`src/rtl/sdmon_pkg.sv`:
```
package sdmon_pkg;

  typedef enum logic [2:0] {
    CMD_NOP = 3'd0,
    CMD_ACT = 3'd1,
    CMD_RD  = 3'd2,
    CMD_WR  = 3'd3,
    CMD_PRE = 3'd4,
    CMD_BST = 3'd5,
    CMD_REF = 3'd6,
    CMD_MRS = 3'd7
  } cmd_e;

  typedef enum logic [2:0] {
    ERR_NONE         = 3'd0,
    ERR_NOT_OPEN     = 3'd1,
    ERR_ALREADY_OPEN = 3'd2,
    ERR_SPACING      = 3'd3,
    ERR_AP_BUSY      = 3'd4,
    ERR_AP_FULLPAGE  = 3'd5,
    ERR_NOT_IDLE     = 3'd6
  } err_e;

endpackage

```
`src/rtl/sdmon_decode.sv`:
```
module sdmon_decode
  import sdmon_pkg::*;
(
  input  logic cs_n,
  input  logic ras_n,
  input  logic cas_n,
  input  logic we_n,
  input  logic cke,
  output cmd_e cmd
);
  cmd_e raw;

  always_comb begin
    unique case ({ras_n, cas_n, we_n})
      3'b011:  raw = CMD_ACT;
      3'b101:  raw = CMD_RD;
      3'b100:  raw = CMD_WR;
      3'b010:  raw = CMD_PRE;
      3'b110:  raw = CMD_BST;
      3'b001:  raw = CMD_REF;
      3'b000:  raw = CMD_MRS;
      default: raw = CMD_NOP;
    endcase
    if (cs_n)
      cmd = CMD_NOP;
    else if (!cke && raw != CMD_REF)
      cmd = CMD_NOP;   // power-down / suspend: only refresh (self refresh) counts
    else
      cmd = raw;
  end
endmodule

```
`src/rtl/sdmon_bank.sv`:
```
module sdmon_bank #(
  parameter int T_RCD = 3,
  parameter int T_RP  = 3,
  parameter int T_RC  = 9,
  parameter int T_RAS = 6,
  parameter int T_DPL = 2,
  parameter int LEN_W = 4
) (
  input  logic             clk,
  input  logic             rst,
  input  logic             act_go,
  input  logic             pre_go,
  input  logic             ap_go,
  input  logic             ap_wr,
  input  logic [LEN_W-1:0] ap_len,
  output logic             is_open,
  output logic             rcd_met,
  output logic             ras_met,
  output logic             rc_met,
  output logic             rp_met,
  output logic             ap_run
);
  localparam int SAT0 = (T_RAS > T_RCD) ? T_RAS : T_RCD;
  localparam int SAT  = (T_RC > SAT0) ? T_RC : SAT0;
  localparam int SW   = $clog2(SAT + 1);
  localparam int BMAX = (T_DPL + T_RP > T_RP) ? (T_DPL + T_RP) : T_RP;
  localparam int BW   = $clog2(BMAX + 1);

  logic             open_q;
  logic [SW-1:0]    since_q;
  logic [BW-1:0]    block_q;
  logic [LEN_W-1:0] left_q;
  logic             wr_q;
  logic             close_now;
  logic             wr_sel;
  logic [BW-1:0]    close_val;

  // bank closes itself when the last burst beat is sampled
  assign close_now = (ap_go && ap_len == LEN_W'(1)) || (!ap_go && left_q == LEN_W'(1));
  assign wr_sel    = ap_go ? ap_wr : wr_q;
  assign close_val = wr_sel ? BW'(T_DPL + T_RP - 1) : BW'(T_RP);

  always_ff @(posedge clk) begin
    if (rst) begin
      open_q  <= 1'b0;
      since_q <= SW'(SAT);
      block_q <= '0;
      left_q  <= '0;
      wr_q    <= 1'b0;
    end else begin
      if (act_go)
        since_q <= SW'(1);
      else if (since_q != SW'(SAT))
        since_q <= since_q + SW'(1);

      if (pre_go)
        block_q <= BW'(T_RP - 1);
      else if (close_now)
        block_q <= close_val;
      else if (block_q != '0)
        block_q <= block_q - BW'(1);

      if (act_go)
        open_q <= 1'b1;
      else if (pre_go || close_now)
        open_q <= 1'b0;

      if (ap_go) begin
        left_q <= ap_len - LEN_W'(1);
        wr_q   <= ap_wr;
      end else if (left_q != '0) begin
        left_q <= left_q - LEN_W'(1);
      end
    end
  end

  assign is_open = open_q;
  assign rcd_met = since_q >= SW'(T_RCD);
  assign ras_met = since_q >= SW'(T_RAS);
  assign rc_met  = since_q >= SW'(T_RC);
  assign rp_met  = block_q == '0;
  assign ap_run  = left_q != '0;
endmodule

```
`src/rtl/sdram_cmd_monitor.sv`:
```
module sdram_cmd_monitor
  import sdmon_pkg::*;
#(
  parameter int NBANK = 4,
  parameter int T_RCD = 3,
  parameter int T_RP  = 3,
  parameter int T_RC  = 9,
  parameter int T_RRD = 2,
  parameter int T_RAS = 6,
  parameter int T_DPL = 2,
  localparam int BA_W = $clog2(NBANK)
) (
  input  logic            clk,
  input  logic            rst,
  input  logic            cs_n,
  input  logic            ras_n,
  input  logic            cas_n,
  input  logic            we_n,
  input  logic            cke,
  input  logic [BA_W-1:0] ba,
  input  logic            a10,
  input  logic [1:0]      bl_log2,
  input  logic            full_page,
  output logic            err_valid,
  output logic [2:0]      err_code,
  output logic [BA_W-1:0] err_bank
);
  localparam int LEN_W = 4;
  localparam int RW    = $clog2(T_RRD + 1);

  cmd_e             cmd;
  err_e             verdict;
  logic [NBANK-1:0] bank_open, rcd_ok, ras_ok, rc_ok, rp_ok, ap_run;
  logic [NBANK-1:0] act_go, pre_go, ap_go, sel;
  logic             ap_busy;
  logic [LEN_W-1:0] bl_val;
  logic [RW-1:0]    rrd_q;
  logic             rrd_ok;

  sdmon_decode u_dec (
    .cs_n (cs_n),
    .ras_n(ras_n),
    .cas_n(cas_n),
    .we_n (we_n),
    .cke  (cke),
    .cmd  (cmd)
  );

  assign sel     = NBANK'(1) << ba;
  assign ap_busy = |ap_run;
  assign bl_val  = LEN_W'(1) << bl_log2;
  assign rrd_ok  = rrd_q >= RW'(T_RRD);

  for (genvar g = 0; g < NBANK; g++) begin : g_bank
    sdmon_bank #(
      .T_RCD(T_RCD), .T_RP(T_RP), .T_RC(T_RC),
      .T_RAS(T_RAS), .T_DPL(T_DPL), .LEN_W(LEN_W)
    ) u_bank (
      .clk    (clk),
      .rst    (rst),
      .act_go (act_go[g]),
      .pre_go (pre_go[g]),
      .ap_go  (ap_go[g]),
      .ap_wr  (cmd == CMD_WR),
      .ap_len (bl_val),
      .is_open(bank_open[g]),
      .rcd_met(rcd_ok[g]),
      .ras_met(ras_ok[g]),
      .rc_met (rc_ok[g]),
      .rp_met (rp_ok[g]),
      .ap_run (ap_run[g])
    );
  end

  // verdict and state strobes; a flagged command moves no state
  always_comb begin
    verdict = ERR_NONE;
    act_go  = '0;
    pre_go  = '0;
    ap_go   = '0;
    unique case (cmd)
      CMD_REF, CMD_MRS: begin
        if (|bank_open) verdict = ERR_NOT_IDLE;
      end
      CMD_RD, CMD_WR: begin
        if (ap_busy)                 verdict = ERR_AP_BUSY;
        else if (!bank_open[ba])     verdict = ERR_NOT_OPEN;
        else if (a10 && full_page)   verdict = ERR_AP_FULLPAGE;
        else if (!rcd_ok[ba])        verdict = ERR_SPACING;
        else if (a10)                ap_go   = sel;
      end
      CMD_PRE: begin
        if (ap_busy)
          verdict = ERR_AP_BUSY;
        else if (a10) begin
          if (|(bank_open & ~ras_ok)) verdict = ERR_SPACING;
          else                        pre_go  = bank_open;
        end else begin
          if (bank_open[ba] && !ras_ok[ba]) verdict = ERR_SPACING;
          else                              pre_go  = sel & bank_open;
        end
      end
      CMD_ACT: begin
        if (bank_open[ba])                              verdict = ERR_ALREADY_OPEN;
        else if (!rp_ok[ba] || !rc_ok[ba] || !rrd_ok)   verdict = ERR_SPACING;
        else                                            act_go  = sel;
      end
      default: ;
    endcase
  end

  always_ff @(posedge clk) begin
    if (rst) begin
      rrd_q     <= RW'(T_RRD);
      err_valid <= 1'b0;
      err_code  <= 3'd0;
      err_bank  <= '0;
    end else begin
      if (|act_go)
        rrd_q <= RW'(1);
      else if (!rrd_ok)
        rrd_q <= rrd_q + RW'(1);
      err_valid <= verdict != ERR_NONE;
      err_code  <= verdict;
      err_bank  <= (verdict != ERR_NONE) ? ba : '0;
    end
  end
endmodule

```
`config.mk`:
```
export PLATFORM = sky130hd
export DESIGN_NAME = sdram_cmd_monitor
export DESIGN_NICKNAME = d
export VERILOG_FILES = /design/src/rtl/sdmon_pkg.sv /design/src/rtl/sdmon_decode.sv /design/src/rtl/sdmon_bank.sv /design/src/rtl/sdram_cmd_monitor.sv
export SDC_FILE = /design/constraint.sdc
export NUM_CORES = 1
export LEC_CHECK = 0
export BUFFER_PORTS_ARGS = -buffer_cell sky130_fd_sc_hd__buf_4
export CORE_UTILIZATION = 62
export DETAILED_ROUTE_END_ITERATION = 8
export PLACE_DENSITY_LB_ADDON = 0.1
export SETUP_SLACK_MARGIN = 0.1
export SLEW_MARGIN = 25
export SYNTH_ARGS = -nofsm -noshare
export SYNTH_HDL_FRONTEND = slang
export SYNTH_HIERARCHICAL = 1
export SYNTH_SLANG_ARGS = --single-unit
```
`constraint.sdc`:
```
create_clock -name clk -period 4.1 [get_ports clk]
set_clock_uncertainty 0.2 [all_clocks]
set_input_delay 0.82 -clock clk [delete_from_list [all_inputs] [get_ports clk]]
set_output_delay 0.82 -clock clk [all_outputs]
set_load 0.005 [all_outputs]
```
Word level (Yosys, flattened, before mapping)
Index checks and enable logic that the tools add are counted.

Flip-flop bits (word level): 60. Bits of input ports: 13. Output and inout port bits: 6.

Add/sub/neg operators: 14. $lt $le $gt $ge: 14. Equal/unequal tests: 23. Shift operators: 2. Muxes and demuxes: 85. Bitwise gates (word level): 4. Reductions and logical operators: 79.

Operator list (count): two-way mux 4 bit (30); two-way mux 3 bit (20); nonzero test 2 bit (16); nonzero test 3 bit (9); two-way mux 2 bit (11); OR reduction 2 bit (11); case mux 3 bit (7 select lines) (1); == test 4 x 1 -> 1 bit, second input constant (5); subtractor 4 x 1 -> 4 bit, second input constant (5); == test 3 bit, second input constant (6); two-way mux 1 bit (17); adder 4 x 1 -> 4 bit, second input constant (4); greater-or-equal comparator 4 x 2 -> 1 bit, second input constant (4); greater-or-equal comparator 4 x 3 -> 1 bit, second input constant (4); greater-or-equal comparator 4 bit, second input constant (4); != test 4 bit, second input constant (4); nonzero test 4 bit (4); OR reduction 4 bit (4); logical NOT 3 bit (5); == test 3 x 2 -> 1 bit, second input constant (4); case mux 3 bit (4 select lines) (1); subtractor 3 x 1 -> 3 bit, second input constant (4); logical AND 1 bit (11); binary-select mux 1 bit (select 2 bit) (5); other kinds (12) (32).

Depth between registers and ports, before layout
Depth in word-level cells: 15. Gate-level depth with buffers: 12. Depth with buffers taken out: 12.

Modules after synthesis
The synthesis kept the hierarchy.

By module, submodules not included: sdmon_bank (times used 4, cells each 92, area each 857.1 sq um, seq. area each 260.2 sq um); sdram_cmd_monitor (times used 1, cells each 98, area each 787.0 sq um, seq. area each 160.2 sq um); sdmon_decode (times used 1, cells each 9, area each 53.8 sq um, seq. area each 0.0 sq um).

Worst setup path before layout
OpenSTA, ideal clock, no wires.

Path kind: input to register. Start point: input port we_n. End point: register g_bank[0].u_bank.block_q[2]. Data arrival time: 2.980 ns. Data required time: 3.841 ns. Path slack: 0.860 ns. Stages: 10. Buffers on the path: 1. Cells stage by stage: a2111oi_1 nor2b_1 and2_1 nand4_1 nor3_1 buf_4 nor4bb_4 a31oi_4 nand2b_4 and3_1.

Longest elaborated chain between the ends: 13. Elaborated cells on any way between the ends: 27. Classes of those cells: eq/ne: 10; mux: 8; reduce/logical: 9.

RTL lines: start, declared (RTL line sdram_cmd_monitor.sv:18) `input logic we_n,`; == test 3 x 1 -> 1 bit, or another cell as far along (RTL line sdmon_decode.sv:14) `unique case ({ras_n, cas_n, we_n})`; case mux 3 bit (7 select lines) (*) (RTL line sdmon_decode.sv:14); != test 3 bit (RTL line sdmon_decode.sv:26) `else if (!cke && raw != CMD_REF)`; logical AND 1 bit (RTL line sdmon_decode.sv:26); two-way mux 3 bit (*) (RTL line sdmon_decode.sv:26); two-way mux 3 bit (*) (RTL line sdmon_decode.sv:24) `if (cs_n)`; == test 3 x 2 -> 1 bit (RTL line sdram_cmd_monitor.sv:81) `unique case (cmd)`; OR reduction 2 bit (*) (RTL line sdram_cmd_monitor.sv:81); two-way mux 4 bit (*) (RTL line sdram_cmd_monitor.sv:81); net ap_go[0] (RTL line sdram_cmd_monitor.sv:34) `logic [NBANK-1:0] act_go, pre_go, ap_go, sel;`; logical NOT 1 bit (RTL line sdmon_bank.sv:39) `assign close_now = (ap_go && ap_len == LEN_W'(1)) || (!ap_go && left_q == LEN_W'(1));`; logical AND 1 bit (RTL line sdmon_bank.sv:39); logical OR 1 bit (RTL line sdmon_bank.sv:39); two-way mux 3 bit / nonzero test 2 bit (equally long branches); end signal, assigned (RTL line sdmon_bank.sv:57) `block_q <= BW'(T_RP - 1);`; end signal, assigned (RTL line sdmon_bank.sv:59) `block_q <= close_val;`; end signal, assigned (RTL line sdmon_bank.sv:61) `block_q <= block_q - BW'(1);`; end, declared (RTL line sdmon_bank.sv:31) `logic [BW-1:0] block_q;`.

The timed path passes the listed nets; every way through them passes the cells marked *. A chain may end at the register's enable or synchronous reset.

Final worst setup path
Start point: input port ras_n. End point: register g_bank[0].u_bank.block_q[2].

Longest elaborated chain between the ends: 13. Elaborated cells on any way between the ends: 27. Classes of those cells: eq/ne: 10; mux: 8; reduce/logical: 9.

RTL lines: start, declared (RTL line sdram_cmd_monitor.sv:16) `input logic ras_n,`; == test 3 x 1 -> 1 bit, or another cell as far along (RTL line sdmon_decode.sv:14); case mux 3 bit (7 select lines) (*) (RTL line sdmon_decode.sv:14); != test 3 bit (RTL line sdmon_decode.sv:26); logical AND 1 bit (RTL line sdmon_decode.sv:26); two-way mux 3 bit (*) (RTL line sdmon_decode.sv:26); two-way mux 3 bit (*) (RTL line sdmon_decode.sv:24); net cmd[1] (RTL line sdram_cmd_monitor.sv:31) `cmd_e cmd;`; == test 3 x 2 -> 1 bit (RTL line sdram_cmd_monitor.sv:81); OR reduction 2 bit (*) (RTL line sdram_cmd_monitor.sv:81); two-way mux 4 bit (*) (RTL line sdram_cmd_monitor.sv:81); net ap_go[0] (RTL line sdram_cmd_monitor.sv:34); logical NOT 1 bit (RTL line sdmon_bank.sv:39); logical AND 1 bit (RTL line sdmon_bank.sv:39); logical OR 1 bit (RTL line sdmon_bank.sv:39); two-way mux 3 bit / nonzero test 2 bit (equally long branches).

Marks and branches as above.

==> flow_metrics.tcl <==
set metrics [dict create \
    clk-insertion-delay-late_ps 330 \
    diodes 0 \
    viasPerCell 5.723 \
    die-area_um2 7222 \
    core_area_um2 6495 \
    numCtsBuffers 9 \
    arrival_ps 3470 \
    gp_congestion 0.8496 \
    hp-class "reg2reg" \
    worstRegToRegCells 12 \
    postSynthCellCount 475 \
    first_pass_iters 7 \
    cts-resized-gates 0 \
    synth_cell_type_count 51 \
    violations "DRC" \
    vdd_drop_max_mv 0.4069 \
    tightestPinTransition_ps 803.6 \
    power_density_nw_per_um2 610.7 \
    worstHoldPathCells 2 \
    clock.fmax_ghz 0.2904 \
    drv_slew 0 \
    fin_crit_ps 3443 \
    yosysWarnings 6 \
    rsz0062_at_grt "no" \
    dp_slack_ps 414.1 \
    totalWireLength_um 8529 \
    dp_hpwl_um 6160 \
    grt_overflow_total 0 \
    ys_seq_area_frac 0.2814 \
    layout_setup_ws_ps 657.1 \
    fill_cells 498 \
    post_cts_buffers 0 \
    netlist_area_um2 4269 \
    drc_errors 2 \
    htree_levels 3 \
    synth_top_area_cell "dfxtp_1" \
    hold_viol_final 0 \
    synth_common_cells "60 x dfxtp_1, 54 x inv_1, 45 x ha_1" \
    clk_pin_slew_ps 60 \
    wl_per_cell_um 14.60 \
    synth_edf_count 0 \
    grt_pass1_vias 3205 \
    nets 560 \
    ant_nets 0 \
    ys_ff_latch 60 \
    dp.cells 568 \
    drt_iter0_markers 210 \
    maxCapViolCount 0 \
    crit_path_start_kind "primary input" \
    port_buffers 18 \
    setup_viol 0 \
    antenna_found_initial 0 \
    synth.most_common_cell "dfxtp_1" \
    grt_pass1_wl_um 14390 \
    synth_top_area_frac 0.2814 \
    grt_max_degree 58 \
    leakage_nw 2.007 \
    grt.total_usage 0.2512 \
    area_growth_pct 9.848 \
    finalNonFillerCells 584 \
    drive_above_1_share 0.1558 \
    ioPinCount 19 \
    synth_area_per_cell_um2 8.988 \
    start_util 0.6573 \
    cts-root-buf "clkbuf_8" \
    vias 3342 \
    clock_path_buffers 2 \
    report.power.total_mw 2.864 \
    num_rows 29 \
    synth.area.top_cells "dfxtp_1 28%, ha_1 13%, inv_1 4.7%, xnor2_1 4.5%, mux2i_1 3.8%" \
    synth_nets 533 \
    fin_crit_sh 0.8397 \
    hold_buffers 0 \
    synth_flop_cell "dfxtp_1" \
    clock_sinks 60 \
    tns_ps 0 \
    relSlewSlack 0.4623 \
    crit_required_ps 4130 \
    async_flop_share 0 \
    worst_setup_path_end_kind "flip-flop" \
    status "finished with violations" \
    die_y_um 84.98 \
    crit_type "in2reg" \
    worstPathMaxFanout 6 \
    die_width_um 84.98 \
    tritoncts "done" \
]
-- critical path, cell delays in order --
cell and delay [ps]:
buf_4 110, inv_1 60, a21oi_1 60, nor3_1 420
nor2b_1 400, and2_1 220, nand4_1 210, nor3_1 420
nor4bb_4 330, a31oi_4 80, nand2b_4 170, and3_1 180
-- cells in the final DEF, fill, tap and decap left out, drive strengths merged, types with 2 or more instances in the layout --
cell type   n
nand4       2
nand3b      4
xor2        9
o21ai       7
and2        4
o22ai       8
inv        54
nor2b       9
a31oi      10
a21boi      9
mux2i      16
nand2      28
nor2       42
or3        13
or2         6
mux2        6
buf        26
o31a        3
nand3       5
ha         45
a21oi      11
nor3b       2
o21bai      7
dfxtp      60
and3        4
xnor2      22
a211oi     20
mux4        4
o211a       4
nand2b     16
o221ai      2
nor4bb      4
nor3       20
clkbuf     15
-- layer usage --
layer  up-vias  part of all wire  wire length (um)  track usage
li1       1702                 -                 -            -
met1      1573              0.47              4017       0.3117
met2        59              0.49              4139       0.4391
met3         8             0.033               283      0.05058
met4         0             0.010                89      0.07550
met5         -                 0                 0            0
-- logic make-up after synthesis --
| family | count (synthesis) | synth area share |
|---|---|---|
| adder cells (fa/ha/maj) | 45 | 0.1319 |
| XOR/XNOR | 31 | 0.06360 |
| AO/OA/AOI/OAI | 86 | 0.1547 |
| buffers and inverters | 64 | 0.05979 |
| flip-flops | 60 | 0.2814 |
| AND/OR/NAND/NOR | 163 | 0.2324 |
| multiplexers | 26 | 0.07620 |
-- sequential cells by signal (all words and copies together), names as in the netlist --
register,cells
g_bank.u_bank/left_q,16
g_bank.u_bank/since_q,16
g_bank.u_bank/block_q,12
g_bank.u_bank/is_open,4
g_bank.u_bank/wr_q,4
err_code,3
err_bank,2
rrd_q,2
err_valid,1
-- cell type report --
cell class                      count  area, um^2  share of cell area
Multi-Input combinational cell    351        2813              0.5998
Sequential cell                    60        1201              0.2561
Inverter                           54       202.7             0.04322
Timing Repair Buffer               26       195.2             0.04162
Clock buffer                       15       176.4             0.03762
Tap cell                           77       96.34             0.02054
Clock inverter                      1       5.005            0.001067
-- where the power goes --
part	switching, mW	leakage (nW)	internal, mW	total [mW]
Sequential	0.163	0.493	0.762	0.925
Clock	0.219	0.0937	0.269	0.488
Combinational	0.737	1.42	0.714	1.45
Total	1.12	2.01	1.74	2.86
-- path summary, 6_finish.rpt --
path	startpoint	end	slack [ps]
worst max-delay path	ras_n	g_bank[0].u_bank/block_q[2]	660
worst min-delay path	g_bank[2].u_bank/wr_q	g_bank[2].u_bank/wr_q	350
worst max register to register	g_bank[1].u_bank/left_q[1]	g_bank[0].u_bank/block_q[2]	920
worst min register to register	g_bank[2].u_bank/wr_q	g_bank[2].u_bank/wr_q	350
-- through the flow --
stage	area, um^2	hold slack (ps)	utilization
finish	4690	345.8	0.7220
global route	4690	388.2	0.7220
CTS	4690	354.7	0.7220
detailed placement	4508	336.8	0.6941
global placement	4508	327.8	0.6941
floorplan	4269	311.0	-
No activity file was read; power rests on OpenSTA's default activity.
